$ cat src/rtl/fsk_deint_pkg.sv
package fsk_deint_pkg;

  localparam int SYM_W   = 2;
  localparam int N_PHASE = 4;

  localparam int PH_A = 0;
  localparam int PH_B = 1;
  localparam int PH_C = 2;
  localparam int PH_D = 3;

  typedef logic [SYM_W-1:0]   sym_t;
  typedef logic [N_PHASE-1:0] phase_t;

  // First bit of a symbol: high for the two lowest levels.
  function automatic logic first_bit(input sym_t s);
    return (s < sym_t'(2));
  endfunction

  // Second bit of a symbol (4-level Gray code): high for the outer levels.
  function automatic logic gray_bit(input sym_t s);
    return (s == sym_t'(0)) || (s == sym_t'(3));
  endfunction

endpackage

$ cat src/rtl/fsk_dibit_map.sv
module fsk_dibit_map
  import fsk_deint_pkg::*;
(
  input  sym_t symbol,
  output logic bit_first,
  output logic bit_gray
);
  always_comb begin
    bit_first = first_bit(symbol);
    bit_gray  = gray_bit(symbol);
  end
endmodule

$ cat src/rtl/fsk_half_track.sv
module fsk_half_track (
  input  logic clk,
  input  logic rst_n,
  input  logic idle_clr,
  input  logic win_start,
  input  logic advance,
  output logic cur_half
);
  logic half_q;

  always_comb begin
    cur_half = win_start ? 1'b0 : half_q;
  end

  always_ff @(posedge clk or negedge rst_n) begin
    if (!rst_n) begin
      half_q <= 1'b0;
    end else if (idle_clr) begin
      half_q <= 1'b0;
    end else if (advance) begin
      half_q <= ~cur_half;
    end else begin
      half_q <= cur_half;
    end
  end
endmodule

$ cat src/rtl/fsk_phase_bank.sv
module fsk_phase_bank
  import fsk_deint_pkg::*;
(
  input  logic   clk,
  input  logic   rst_n,
  input  logic   idle_clr,
  input  logic   write_ab,
  input  logic   write_cd,
  input  logic   write_gray,
  input  logic   emit,
  input  logic   bit_first,
  input  logic   bit_gray,
  output phase_t hold,
  output phase_t phase,
  output logic   out_valid
);
  phase_t hold_n;

  always_comb begin
    hold_n = hold;
    if (write_ab) begin
      hold_n[PH_A] = bit_first;
      if (write_gray) hold_n[PH_B] = bit_gray;
    end
    if (write_cd) begin
      hold_n[PH_C] = bit_first;
      if (write_gray) hold_n[PH_D] = bit_gray;
    end
  end

  always_ff @(posedge clk or negedge rst_n) begin
    if (!rst_n) begin
      hold      <= '0;
      phase     <= '0;
      out_valid <= 1'b0;
    end else if (idle_clr) begin
      hold      <= '0;
      phase     <= '0;
      out_valid <= 1'b0;
    end else begin
      hold      <= hold_n;
      out_valid <= emit;
      if (emit) phase <= hold_n;
    end
  end
endmodule

$ cat src/rtl/fsk_phase_deint.sv
module fsk_phase_deint
  import fsk_deint_pkg::*;
(
  input  logic       clk,
  input  logic       rst_n,
  input  logic       idle_clr,
  input  logic       win_start,
  input  logic       sym_valid,
  input  logic [1:0] symbol,
  input  logic       baud_sel,
  input  logic       levels_sel,
  output logic [3:0] phase,
  output logic       out_valid
);
  // Named internal events, brought out for the checker.
  logic   take;
  logic   fast_take;
  logic   cur_half;
  logic   write_ab;
  logic   write_cd;
  logic   emit;
  logic   bit_first;
  logic   bit_gray;
  phase_t hold;

  always_comb begin
    take      = sym_valid & ~idle_clr;
    fast_take = take & baud_sel;
    write_ab  = take & (~baud_sel | ~cur_half);
    write_cd  = fast_take & cur_half;
    emit      = take & (~baud_sel | cur_half);
  end

  fsk_dibit_map u_map (
    .symbol    (symbol),
    .bit_first (bit_first),
    .bit_gray  (bit_gray)
  );

  fsk_half_track u_half (
    .clk       (clk),
    .rst_n     (rst_n),
    .idle_clr  (idle_clr),
    .win_start (win_start),
    .advance   (fast_take),
    .cur_half  (cur_half)
  );

  fsk_phase_bank u_bank (
    .clk        (clk),
    .rst_n      (rst_n),
    .idle_clr   (idle_clr),
    .write_ab   (write_ab),
    .write_cd   (write_cd),
    .write_gray (levels_sel),
    .emit       (emit),
    .bit_first  (bit_first),
    .bit_gray   (bit_gray),
    .hold       (hold),
    .phase      (phase),
    .out_valid  (out_valid)
  );
endmodule

$ cat config.mk
export PLATFORM = sky130hd
export DESIGN_NAME = fsk_phase_deint
export DESIGN_NICKNAME = d
export VERILOG_FILES = /design/src/rtl/fsk_deint_pkg.sv /design/src/rtl/fsk_dibit_map.sv /design/src/rtl/fsk_half_track.sv /design/src/rtl/fsk_phase_bank.sv /design/src/rtl/fsk_phase_deint.sv
export SDC_FILE = /design/constraint.sdc
export NUM_CORES = 1
export LEC_CHECK = 0
export BUFFER_PORTS_ARGS = -buffer_cell sky130_fd_sc_hd__clkbuf_2
export CORE_AREA = 2 2 39 41
export CTS_CLUSTER_DIAMETER = 40
export CTS_CLUSTER_SIZE = 24
export DETAILED_ROUTE_END_ITERATION = 8
export DIE_AREA = 0 0 41 43
export PLACE_DENSITY = 0.71
export SYNTH_ARGS = -nofsm -noshare
export SYNTH_HDL_FRONTEND = slang
export SYNTH_SLANG_ARGS = --single-unit
$ cat constraint.sdc
create_clock -name clk -period 1.2 [get_ports clk]
set_input_delay 0.18 -clock clk [delete_from_list [all_inputs] [get_ports clk]]
set_output_delay 0.18 -clock clk [all_outputs]
set_load 0.005 [all_outputs]
# After elaboration in Yosys (flattened, before gate mapping)
# Cells that the tools add are included.
[totals] word_cells=30 ff_bits=10 input_bits=9 out_inout_bits=5
[op_classes] n_lt_le_gt_ge=1 mux=11 n_reduce_logical=3 n_eq_ne=1 bitwise_logic=10
[op_table] operator="$mux W4" count=3
[op_table] operator="$mux W1" count=6
[op_table] operator="$and A1 B1 Y1" count=5
[op_table] operator="$mux W2" count=2
[op_table] operator="$not A1 Y1" count=3
[op_table] operator="$eq A2 B2 Y1 const B" count=1
[op_table] operator="$logic_not A2 Y1" count=1
[op_table] operator="$lt A2 B2 Y1 const B" count=1
[op_table] operator="$or A1 B1 Y1" count=2
[op_table] operator="$reduce_bool A2 Y1" count=1
[op_table] operator="$logic_or A1 B1 Y1" count=1

# Longest topological paths before layout
# Gate-level depths: netlist of the first run.
[logic_depth] ltp_word=7 mapped_depth=7 ltp_nobuf=7

# By module
# A second synthesis of the first run with hierarchy kept.
[hier_totals] cells_unflattened=43 area_unflattened_um2=466.7
[by_module_without_submodules] mod="fsk_phase_bank" seq_area_each_um2=225.2 instances=1 area_each_um2=355.3 cells_per_inst=30
[by_module_without_submodules] mod="fsk_half_track" seq_area_each_um2=25.0 instances=1 area_each_um2=63.8 cells_per_inst=5
[by_module_without_submodules] mod="fsk_phase_deint" seq_area_each_um2=0.0 instances=1 area_each_um2=35.0 cells_per_inst=6
[by_module_without_submodules] mod="fsk_dibit_map" seq_area_each_um2=0.0 instances=1 area_each_um2=12.5 cells_per_inst=2

# Worst setup path before layout of the first run
# Ideal clock, no wire load.
[synth_path] path_type="reg-to-reg" start="register u_half.half_q" end="register u_bank.phase[2]" synth_period_minus_slack_ps=1184 path_buffers=0 required_time_ps=1117 setup_ps=83 slack_ps=16 arrival_time_ps=1102 path_stages_with_launch=7 path_cell_list="dfrtp_1 nor2b_4 ha_1 nand2b_1 a21oi_1 nand2_1 o21ai_0"
[synth_between] elab_chain_cells=5 word_cells_on_any_way=8 cone_classes="mux (4); bitwise (3); reduce/logical (1)"
[synth_lines] item="start: declaration" line_no="fsk_half_track.sv:9" source="logic half_q;"
[synth_lines] item="start signal: assignment" line_no="fsk_half_track.sv:21" source="half_q <= ~cur_half;"
[synth_lines] item="start signal: assignment" line_no="fsk_half_track.sv:23" source="half_q <= cur_half;"
[synth_lines] item="$mux W1 (*)" line_no="fsk_half_track.sv:12" source="cur_half = win_start ? 1'b0 : half_q;"
[synth_lines] item="$and A1 B1 Y1" line_no="fsk_phase_deint.sv:30" source="write_cd = fast_take & cur_half;"
[synth_lines] item="$mux W2" line_no="fsk_phase_bank.sv:25" source="if (write_cd) begin"
[synth_lines] item="$mux W4" line_no="fsk_phase_bank.sv:43" source="if (emit) phase <= hold_n;"
[synth_lines] item="$mux W4" line_no="fsk_phase_bank.sv:36" source="end else if (idle_clr) begin"
[synth_lines] item="end signal: assignment" line_no="fsk_phase_bank.sv:43"
[synth_lines] item="end: declaration" line_no="fsk_phase_bank.sv:14" source="output phase_t phase,"
# Mark *: on every way between the ends. The rest lies on a longest branch, timed or not. The select of a mux whose other input is x is not followed.
# A chain may end at the register's enable or synchronous reset.

# Worst setup path in the final report of the first run
[layout_path] start="register u_half.half_q" end="register u_bank.phase[3]"
# Same word-level chain as after synthesis.

==> metrics, run 1 <==
status finished with violations; failing checks negative setup slack; worst rel slew slack 82.1%; cell area after layout 706 µm²; post-synthesis sequential area ratio 49.0%; via count 404; R2R setup slack -0.001 ns; post-DP HPWL 730 µm; Yosys cell types 26; MaxCap Viol Count 0; CTS buffer count 3; global-route wire length before repair 1370 µm; die area 0.00176 mm²; cells on worst reg2reg path 5; Worst-Skew Late Latency 0.26 ns; RD Place Congestion 0.667; RSZ-0062 raised after global routing yes; Max stage delay on crit path 0.38 ns; largest family of logic cells by synthesized area simple AND/OR/NAND/NOR gates; CTS max path bufs 2; Die X 41 µm; Crit Path Max Fanout 8; WL/cell 11.5 µm; compound-gate portion of the synthesized area 14.5%; Final WS setup -0.00103 ns; pin count of the biggest net entering global routing 11; initial antenna violation count 0; setup TNS -0.00103 ns; R2R Path End u_bank.phase[3]; period utilization 100%; post-route ant nets 0; vias in the first global route 307; Crit-path slowest cell dfrtp_1; mux contribution to synthesized area 1.96%; fmax 0.833 GHz; Worst Skew 0.00560 ns; leakage 0.341 nW; Hold Vio Cnt, Final 0; Initial Util 36.9%; RR Startpoint u_half.half_q; Slew @ Worst Pin 0.268 ns; worst slack, placed -0.0675 ns; placed cells 78; Critical Path Sink Type register; # diodes 0; min Tclk post-route 1.20 ns; WHS Endpoint u_bank.hold[3]; Synth Area in Simple Gates 26.5%; via density per instance 4.81; Rows 14; Finished Layout Cells 84; Post-Syn Area per Cell 11.1 µm²; Worst Hold Margin 0.204 ns; Cell Area, Synth 510 µm²; GRT overflow 0; #FFs+latches synth 10; gr usage total 12.5%; YS warnings 0; Area growth syn-to-layout 38.2%; crit path from u_half.half_q; io pins 14; Crit Path Category reg2reg; Post-Synth Adder-Cell Area 2.45%; H-tree Lvls 1; worst hold path cell count 3; PnR Total Power 0.746 mW; CTS tree built; die height 43 µm; Routed WL 966 µm; final-report setup violation count 1; Final Core Density 51.0%; fraction of layout cells with a size suffix above 1 51.5%; delay-heaviest family, CP flip-flops; Placed Area 617 µm²; PortBufs 13; starting DRC count in detailed routing 6; Crit path buffers/inverters 1; # clock sinks 10; core area 0.00138 mm²; pwr dens 1060 mW/mm²; # DRC 0; worst vdd ir 0.669 mV; Post-Synthesis Cells 46; xor-xnor portion of the synthesized cell area 1.72%; Slew Limit Fails 0; net count after synthesis 56; crit start category register; Clk pin slew, worst setup/hold paths 0.07 ns; Final nets 79; Filler Cells Inserted 130; CTS root buf clkbuf_4; HP Class in2reg; first-pass detailed-route iteration total 4; WP data required 1.41 ns; Worst EP arrival 1.41 ns; Hold Path Origin levels_sel; worst path cell trace nor2b_4, buf_6, o21ba_4, nor3b_2, a21o_1
-- flip-flops by register name (all words and copies together) (netlist names) --
register	cells
u_half.half_q	1
u_bank.out_valid	1
u_bank.phase	4
u_bank.hold	4
-- synth_stat cells --
master | n | share of area (%)
dfrtp_1 | 10 | 49
or2_2 | 1 | 1.2
ha_1 | 1 | 2.5
buf_2 | 1 | 0.98
buf_6 | 1 | 2.2
a21o_1 | 1 | 1.5
a211oi_2 | 1 | 2.5
o21ai_0 | 1 | 0.98
a32oi_1 | 1 | 1.7
nor2_1 | 3 | 2.2
a21oi_1 | 3 | 2.9
nor2b_4 | 1 | 2.7
mux2i_1 | 1 | 2.0
a21oi_2 | 1 | 1.7
nor2_2 | 1 | 1.2
nand4b_1 | 1 | 1.7
nor2b_1 | 1 | 1.2
inv_1 | 1 | 0.73
nand3b_1 | 1 | 1.5
o21ba_4 | 1 | 3.2
nor3b_2 | 1 | 2.5
nand2_1 | 5 | 3.7
nand2b_4 | 1 | 2.7
xnor2_1 | 1 | 1.7
nand3_1 | 1 | 0.98
nand2b_1 | 4 | 4.9
-- cell type report --
class,instances,area (µm²),share of cell area (%)
clock buffer,4,36.3,5.14
tap,16,20.0,2.84
inverter,1,3.75,0.532
multi-input combinational,33,272,38.5
sequential,10,250,35.5
timing repair buffer,20,124,17.6
-- worst register-to-register path: cells and delay by family, from the launching register on --
family,cells,cell delay [ns]
AND/OR/NAND/NOR,2,0.33
flip-flops,1,0.38
AO/OA/AOI/OAI,2,0.33
buffers and inverters,1,0.11
-- report_power, final --
group | internal (mW) | switching (mW)
clock network | 0.184 | 0.115
registers | 0.346 | 0.00576
logic | 0.0491 | 0.0463
-- worst max path at each step --
stage,to,slack [ns],cells after the start
floorplan,u_bank.phase[2],0.02,6
global placement,u_bank.phase[3],-0.06,8
detailed placement,u_bank.phase[3],-0.07,8
CTS,u_bank.phase[3],-0.01,5
global route,u_bank.phase[3],-0.06,5
finish,u_bank.phase[3],-0.001,5
-- placed cells by master, fill, tap and decap left out, types with 2 or more instances in the layout --
cell	n
a21oi_1	2
a21oi_2	2
buf_4	5
clkbuf_2	13
clkbuf_4	3
dfrtp_1	10
nand2_1	5
nand2b_1	3
nand2b_4	2
nor2_1	3
-- what timing repair did --
| item | CTS | global route |
|---|---|---|
| pin swaps | 1 | 3 |
| endpoints found under the hold margin | 10 | 0 |
| hold buffers | 1 | 0 |
| setup buffers | 0 | 1 |
| resized for setup | 3 | 3 |
| endpoints found under the setup margin | 3 | 3 |
-- metal layers --
layer,vias to the layer above,part of all wire [%],global-route usage [%]
met2,10,50,16.6
met3,2,5.9,3.14
met1,192,43,15.4
met4,0,1.4,12.0
met5,-,0,0
li1,200,-,-
-- cell families after synthesis --
logic type               count (synthesis)
multiplexers                             1
AO/OA/AOI/OAI                            9
flip-flops                              10
adder cells (fa/ha/maj)                  1
AND/OR/NAND/NOR                         21
buffers and inverters                    3
XOR/XNOR                                 1
Power figures use the tool's default switching activity.
==> run 2, diff against run 1 <==
GPL_ROUTABILITY_DRIVEN = 1   (was not set)
PLACE_DENSITY = 0.69   (was 0.71)
clock period = 1.5 ns   (was 1.2 ns; I/O delays follow)
==> metrics, run 2 (synthesis results as in run 1) <==
Clock Power Share 42.2% (+2.1 points); WL/cell 11.9 µm (+3.8%); Routed WL 943 µm (-2.4%); first-pass detailed-route iteration total 4 (unchanged); Critical Path Sink Type register; min Tclk post-route 1.33 ns (+0.125 ns); vias in the first global route 373 (+21%); delay-heaviest family, CP flip-flops; worst path cell trace nor2b_4, ha_1, nand2b_1, a21oi_1, nand2_1, o21ai_0; RSZ-0062 raised after global routing no; crit path from u_half.half_q; most frequent cells in the layout clkbuf_2, dfrtp_1, nand2_1, nand2b_1; critical path capture point u_bank.phase[2]; commonest non-fill, non-tap cell in the layout clkbuf_2; Crit-path slowest cell dfrtp_1; Sw Share 23.9% (+1.6 points); post-route ant nets 0 (unchanged); Die X 41 µm (unchanged); CTS max path bufs 2 (unchanged); RD Place Congestion 0.714 (+7.1%); Area growth syn-to-layout 24.0%; fraction of layout cells with a size suffix above 1 41.3% (-10 points); Worst-Skew Late Latency 0.27 ns (about the same); Slew @ Worst Pin 0.270 ns (+0.00293 ns); die area 0.00176 mm² (unchanged); R2R Path End u_bank.phase[2]; # diodes 0 (unchanged); Seq pwr share 46.8% (-0.4 points); Crit Path Category reg2reg; worst rel slew slack 82.0% (-0.13 points); PnR Total Power 0.600 mW (-20%); Filler Cells Inserted 138 (+6.2%); top flop regs u_bank.hold x4, u_bank.phase x4; post-DP HPWL 673 µm (-7.8%); core area 0.00138 mm² (unchanged); Slew Limit Fails 0 (unchanged); Int Power 0.456 mW (-21%); Final nets 74 (-6.3%); fmax 0.754 GHz (-9.4%); via density per instance 4.85 (+0.80%); R2R setup slack 0.17 ns (+0.17 ns); gr usage total 14.0% (+1.5 points); pwr dens 947 mW/mm² (-10%); setup TNS 0 ns (+0.00103 ns); initial antenna violation count 0 (unchanged); Crit Path Max Fanout 4 (-4); Hold Vio Cnt, Final 0 (unchanged); die height 43 µm (unchanged); RR Startpoint u_half.half_q; period utilization 88.4% (-12 points); Rows 14 (unchanged); Clk pin slew, worst setup/hold paths 0.07 ns (about the same); io pins 14 (unchanged); HP Class in2reg; CTS tree built; pin count of the biggest net entering global routing 11 (unchanged); P_sw 0.143 mW (-14%); Crit path buffers/inverters 0 (-1); H-tree Lvls 1 (unchanged); Worst EP arrival 1.52 ns (+0.11 ns); PortBufs 13 (unchanged); status finished clean; MaxCap Viol Count 0 (unchanged); Max stage delay on crit path 0.38 ns (about the same); Resize count post-CTS 0 (-3); Worst Skew 0.00409 ns (-0.00151 ns); crit start category register; final-report setup violation count 0 (-1); cells on worst reg2reg path 6 (+1); WP data required 1.69 ns (+0.28 ns); starting DRC count in detailed routing 8 (+2); # DRC 0 (unchanged); CTS root buf clkbuf_4; CTS buffer count 3 (unchanged); leakage 0.311 nW (-8.7%); worst vdd ir 0.433 mV (-35%); via count 383 (-5.2%); global-route wire length before repair 1610 µm (+18%); Comb power frac 11.0% (-1.8 points); GRT overflow 0 (unchanged); Levels on crit path 6 (+1); # clock sinks 10 (unchanged); Initial Util 36.9% (unchanged)
-- run 2: cell types whose count changed in the layout (fill, tap and decap cells not counted), sizes merged --
cell  change
buf       -5
-- run 2: power by group through the flow --
stage,clock network (mW),registers (mW),logic (mW)
2_1_floorplan,0,0.286,0.0364
3_3_place_gp,0,0.286,0.0634
3_5_place_dp,0,0.286,0.0647
5_1_grt,0.275,0.281,0.0734
4_1_cts,0.261,0.281,0.0672
6_report,0.253,0.281,0.0660
-- run 2: tightest hold or removal path: cells and delay by family --
family | cells | cell delay, ns
buf+inv | 1 | 0.10
simple gates | 1 | 0.08
compound gates | 1 | 0.08
-- run 2: stage by stage --
stage | utilization (%) | setup slack (ns) | cell area, µm² | hold WS (ns) | instances
detailed placement | 42.4 | 0.158 | 587 | 0.112 | 74
finish | 45.8 | 0.174 | 633 | 0.263 | 79
global placement | 42.4 | 0.206 | 587 | 0.101 | 74
CTS | 45.8 | 0.173 | 633 | 0.259 | 79
global route | 45.8 | 0.0263 | 633 | 0.283 | 79
floorplan | - | 0.316 | 510 | -0.0706 | 46
-- run 2: worst min-delay path by stage --
stage                           from  cells past startpoint              end
after floorplan                rst_n                      0   u_bank.hold[0]
after global placement         rst_n                      1  u_bank.phase[0]
after detailed placement       rst_n                      1  u_bank.phase[0]
after CTS                 levels_sel                      3   u_bank.hold[3]
after global routing       symbol[1]                      3   u_bank.hold[0]
final                     levels_sel                      3   u_bank.hold[3]
-- run 2: routing by layer --
layer	GRT usage, %	vias to the layer above	share of wire (%)
met3	3.14	5	5.0
li1	-	189	-
met5	0	-	0
met1	18.7	178	44
met2	19.1	11	48
met4	10.0	0	3.2
-- run 2: cell type report --
type | instances | area [µm²] | share of cell area [%]
tap | 16 | 20.0 | 3.16
clock buffer | 4 | 36.3 | 5.73
timing repair buffer | 15 | 82.6 | 13.0
inverter | 1 | 3.75 | 0.593
sequential | 10 | 250 | 39.5
multi-input combinational | 33 | 240 | 37.9
-- run 2: timing repair --
action / 4_1_cts / 5_1_grt
setup buffers: 0 / 0
hold endpoints to repair: 10 / 0
hold buffers: 1 / 0
==> run 3, diff against run 2 <==
PLACE_DENSITY = 0.59   (was 0.69)
SLEW_MARGIN = 20   (was not set)
==> metrics, run 3 (synthesis results as in run 1) <==
MaxCap Viol Count 0 (unchanged); Final Core Density 44.8% (-0.99 points); Post-CTS Setup Inserts 0 (unchanged); worst hold path cell count 3 (unchanged); Seq pwr share 53.5% (+6.7 points); Int Power 0.401 mW (-12%); leakage 0.304 nW (-2.3%); CTS root buf clkbuf_4; via count 378 (-1.3%); period utilization 85.0% (-3.5 points); CTS tree built; setup TNS 0 ns (unchanged); worst path cell trace nor2b_4, ha_1, nand2b_1, a21oi_1, nand2_1, o21ai_0; Clk pin slew, worst setup/hold paths 0.06 ns (about the same); Worst EP arrival 1.46 ns (-0.06 ns); H-tree Lvls 1 (unchanged); HP Class in2reg; WHS Endpoint u_bank.hold[3]; Filler Cells Inserted 147 (+6.5%); Hold Vio Cnt, Final 0 (unchanged); fmax 0.785 GHz (+4.1%); Crit-path slowest cell dfrtp_1; RSZ-0062 raised after global routing no; global-route wire length before repair 1500 µm (-6.4%); core area 0.00138 mm² (unchanged); Resize count post-CTS 0 (unchanged); via density per instance 4.85 (about the same); pin count of the biggest net entering global routing 11 (unchanged); Crit path buffers/inverters 0 (unchanged); Final nets 74 (unchanged); starting DRC count in detailed routing 1 (-7); # DRC 0 (unchanged); GRT overflow 0 (unchanged); Hold Path Origin levels_sel; fraction of layout cells with a size suffix above 1 40.3% (-0.95 points); WL/cell 11.4 µm (-4.5%); Worst Skew 0.00172 ns (-0.00237 ns); P_sw 0.124 mW (-13%); # diodes 0 (unchanged); worst vdd ir 0.555 mV (+28%); R2R setup slack 0.23 ns (+0.05 ns); CTS buffer count 3 (unchanged); Critical Path Sink Type register; CTS max path bufs 2 (unchanged); gr usage total 12.4% (-1.6 points); Crit Path Max Fanout 4 (unchanged); delay-heaviest family, CP flip-flops; Crit Path Category reg2reg; PnR Total Power 0.526 mW (-12%); final-report setup violation count 0 (unchanged); commonest non-fill, non-tap cell in the layout clkbuf_2; Area growth syn-to-layout 21.3%; die height 43 µm (unchanged); Routed WL 889 µm (-5.7%); Comb power frac 12.5% (+1.5 points); Sw Share 23.7% (-0.27 points); worst rel slew slack 83.7% (+1.7 points); Slew Limit Fails 0 (unchanged); min Tclk post-route 1.27 ns (-0.0519 ns); RR Startpoint u_half.half_q; io pins 14 (unchanged); PortBufs 13 (unchanged); Initial Util 36.9% (unchanged); Rows 14 (unchanged); vias in the first global route 380 (+1.9%); status finished clean; number of hold buffers added after CTS 1 (unchanged); crit start category register; die area 0.00176 mm² (unchanged); top flop regs u_bank.hold x4, u_bank.phase x4; Max stage delay on crit path 0.37 ns (about the same); Worst-Skew Late Latency 0.26 ns (about the same); Clock Power Share 34.0% (-8.2 points); # clock sinks 10 (unchanged); Die X 41 µm (unchanged); first-pass detailed-route iteration total 2 (-2); initial antenna violation count 0 (unchanged); pwr dens 849 mW/mm² (-10%); RD Place Congestion 0.688 (-3.7%); Slew @ Worst Pin 0.238 ns (-0.0326 ns); R2R Path End u_bank.phase[2]; post-route ant nets 0 (unchanged); most frequent cells in the layout clkbuf_2, dfrtp_1, nand2_1, nand2b_1; WP data required 1.68 ns (about the same); cells on worst reg2reg path 6 (unchanged)
## run 3: area by class of cell
cell class | instances | area, µm² | share of cell area, %
flip-flops and latches | 10 | 250 | 40.4
inverters | 1 | 3.75 | 0.606
clock buffers | 3 | 22.5 | 3.64
repair buffers | 15 | 82.6 | 13.3
multi-input cells | 33 | 240 | 38.8
well taps | 16 | 20.0 | 3.23
## run 3: power groups by stage
| stage | Combinational [mW] | Sequential, mW | Clock (mW) |
|---|---|---|---|
| floorplan | 0.0364 | 0.286 | 0 |
| global placement | 0.0641 | 0.286 | 0 |
| detailed placement | 0.0656 | 0.286 | 0 |
| CTS | 0.0677 | 0.281 | 0.187 |
| global route | 0.0735 | 0.282 | 0.194 |
| finish | 0.0659 | 0.281 | 0.179 |
## run 3: worst max path at each step
stage / start / end / slack, ns / cells after the start
finish: u_half.half_q / u_bank.phase[2] / 0.23 / 6
global route: u_half.half_q / u_bank.phase[2] / 0.07 / 6
CTS: u_half.half_q / u_bank.phase[2] / 0.21 / 6
detailed placement: idle_clr / u_bank.phase[3] / 0.17 / 8
global placement: idle_clr / u_bank.phase[3] / 0.19 / 8
floorplan: u_half.half_q / u_bank.phase[2] / 0.32 / 6
## run 3: layer usage
layer / wire, µm / part of all wire (%) / vias to the layer above / global-route usage (%)
met4: 19 / 2.1 / 0 / 6.00
met5: 0 / 0 / - / 0
met3: 24 / 2.7 / 2 / 1.57
li1: - / - / 190 / -
met2: 486 / 55 / 7 / 20.6
met1: 359 / 40 / 179 / 14.8
## run 3: per-stage QoR
step	hold slack (ns)	worst slack, ns	std cells	instance area (µm²)
floorplan	-0.0706	0.316	46	510
global placement	0.105	0.189	74	587
detailed placement	0.108	0.170	74	587
CTS	0.251	0.208	78	619
global route	0.284	0.0731	78	619
finish	0.254	0.226	78	619
## run 3: worst register-to-register path, delay by kind of cell (launching register included)
kind	cells	cell delay (ns)
AOI/OAI and AO/OA	2	0.24
adders and majority gates	1	0.23
DFF	1	0.37
and+or+nand+nor	3	0.35
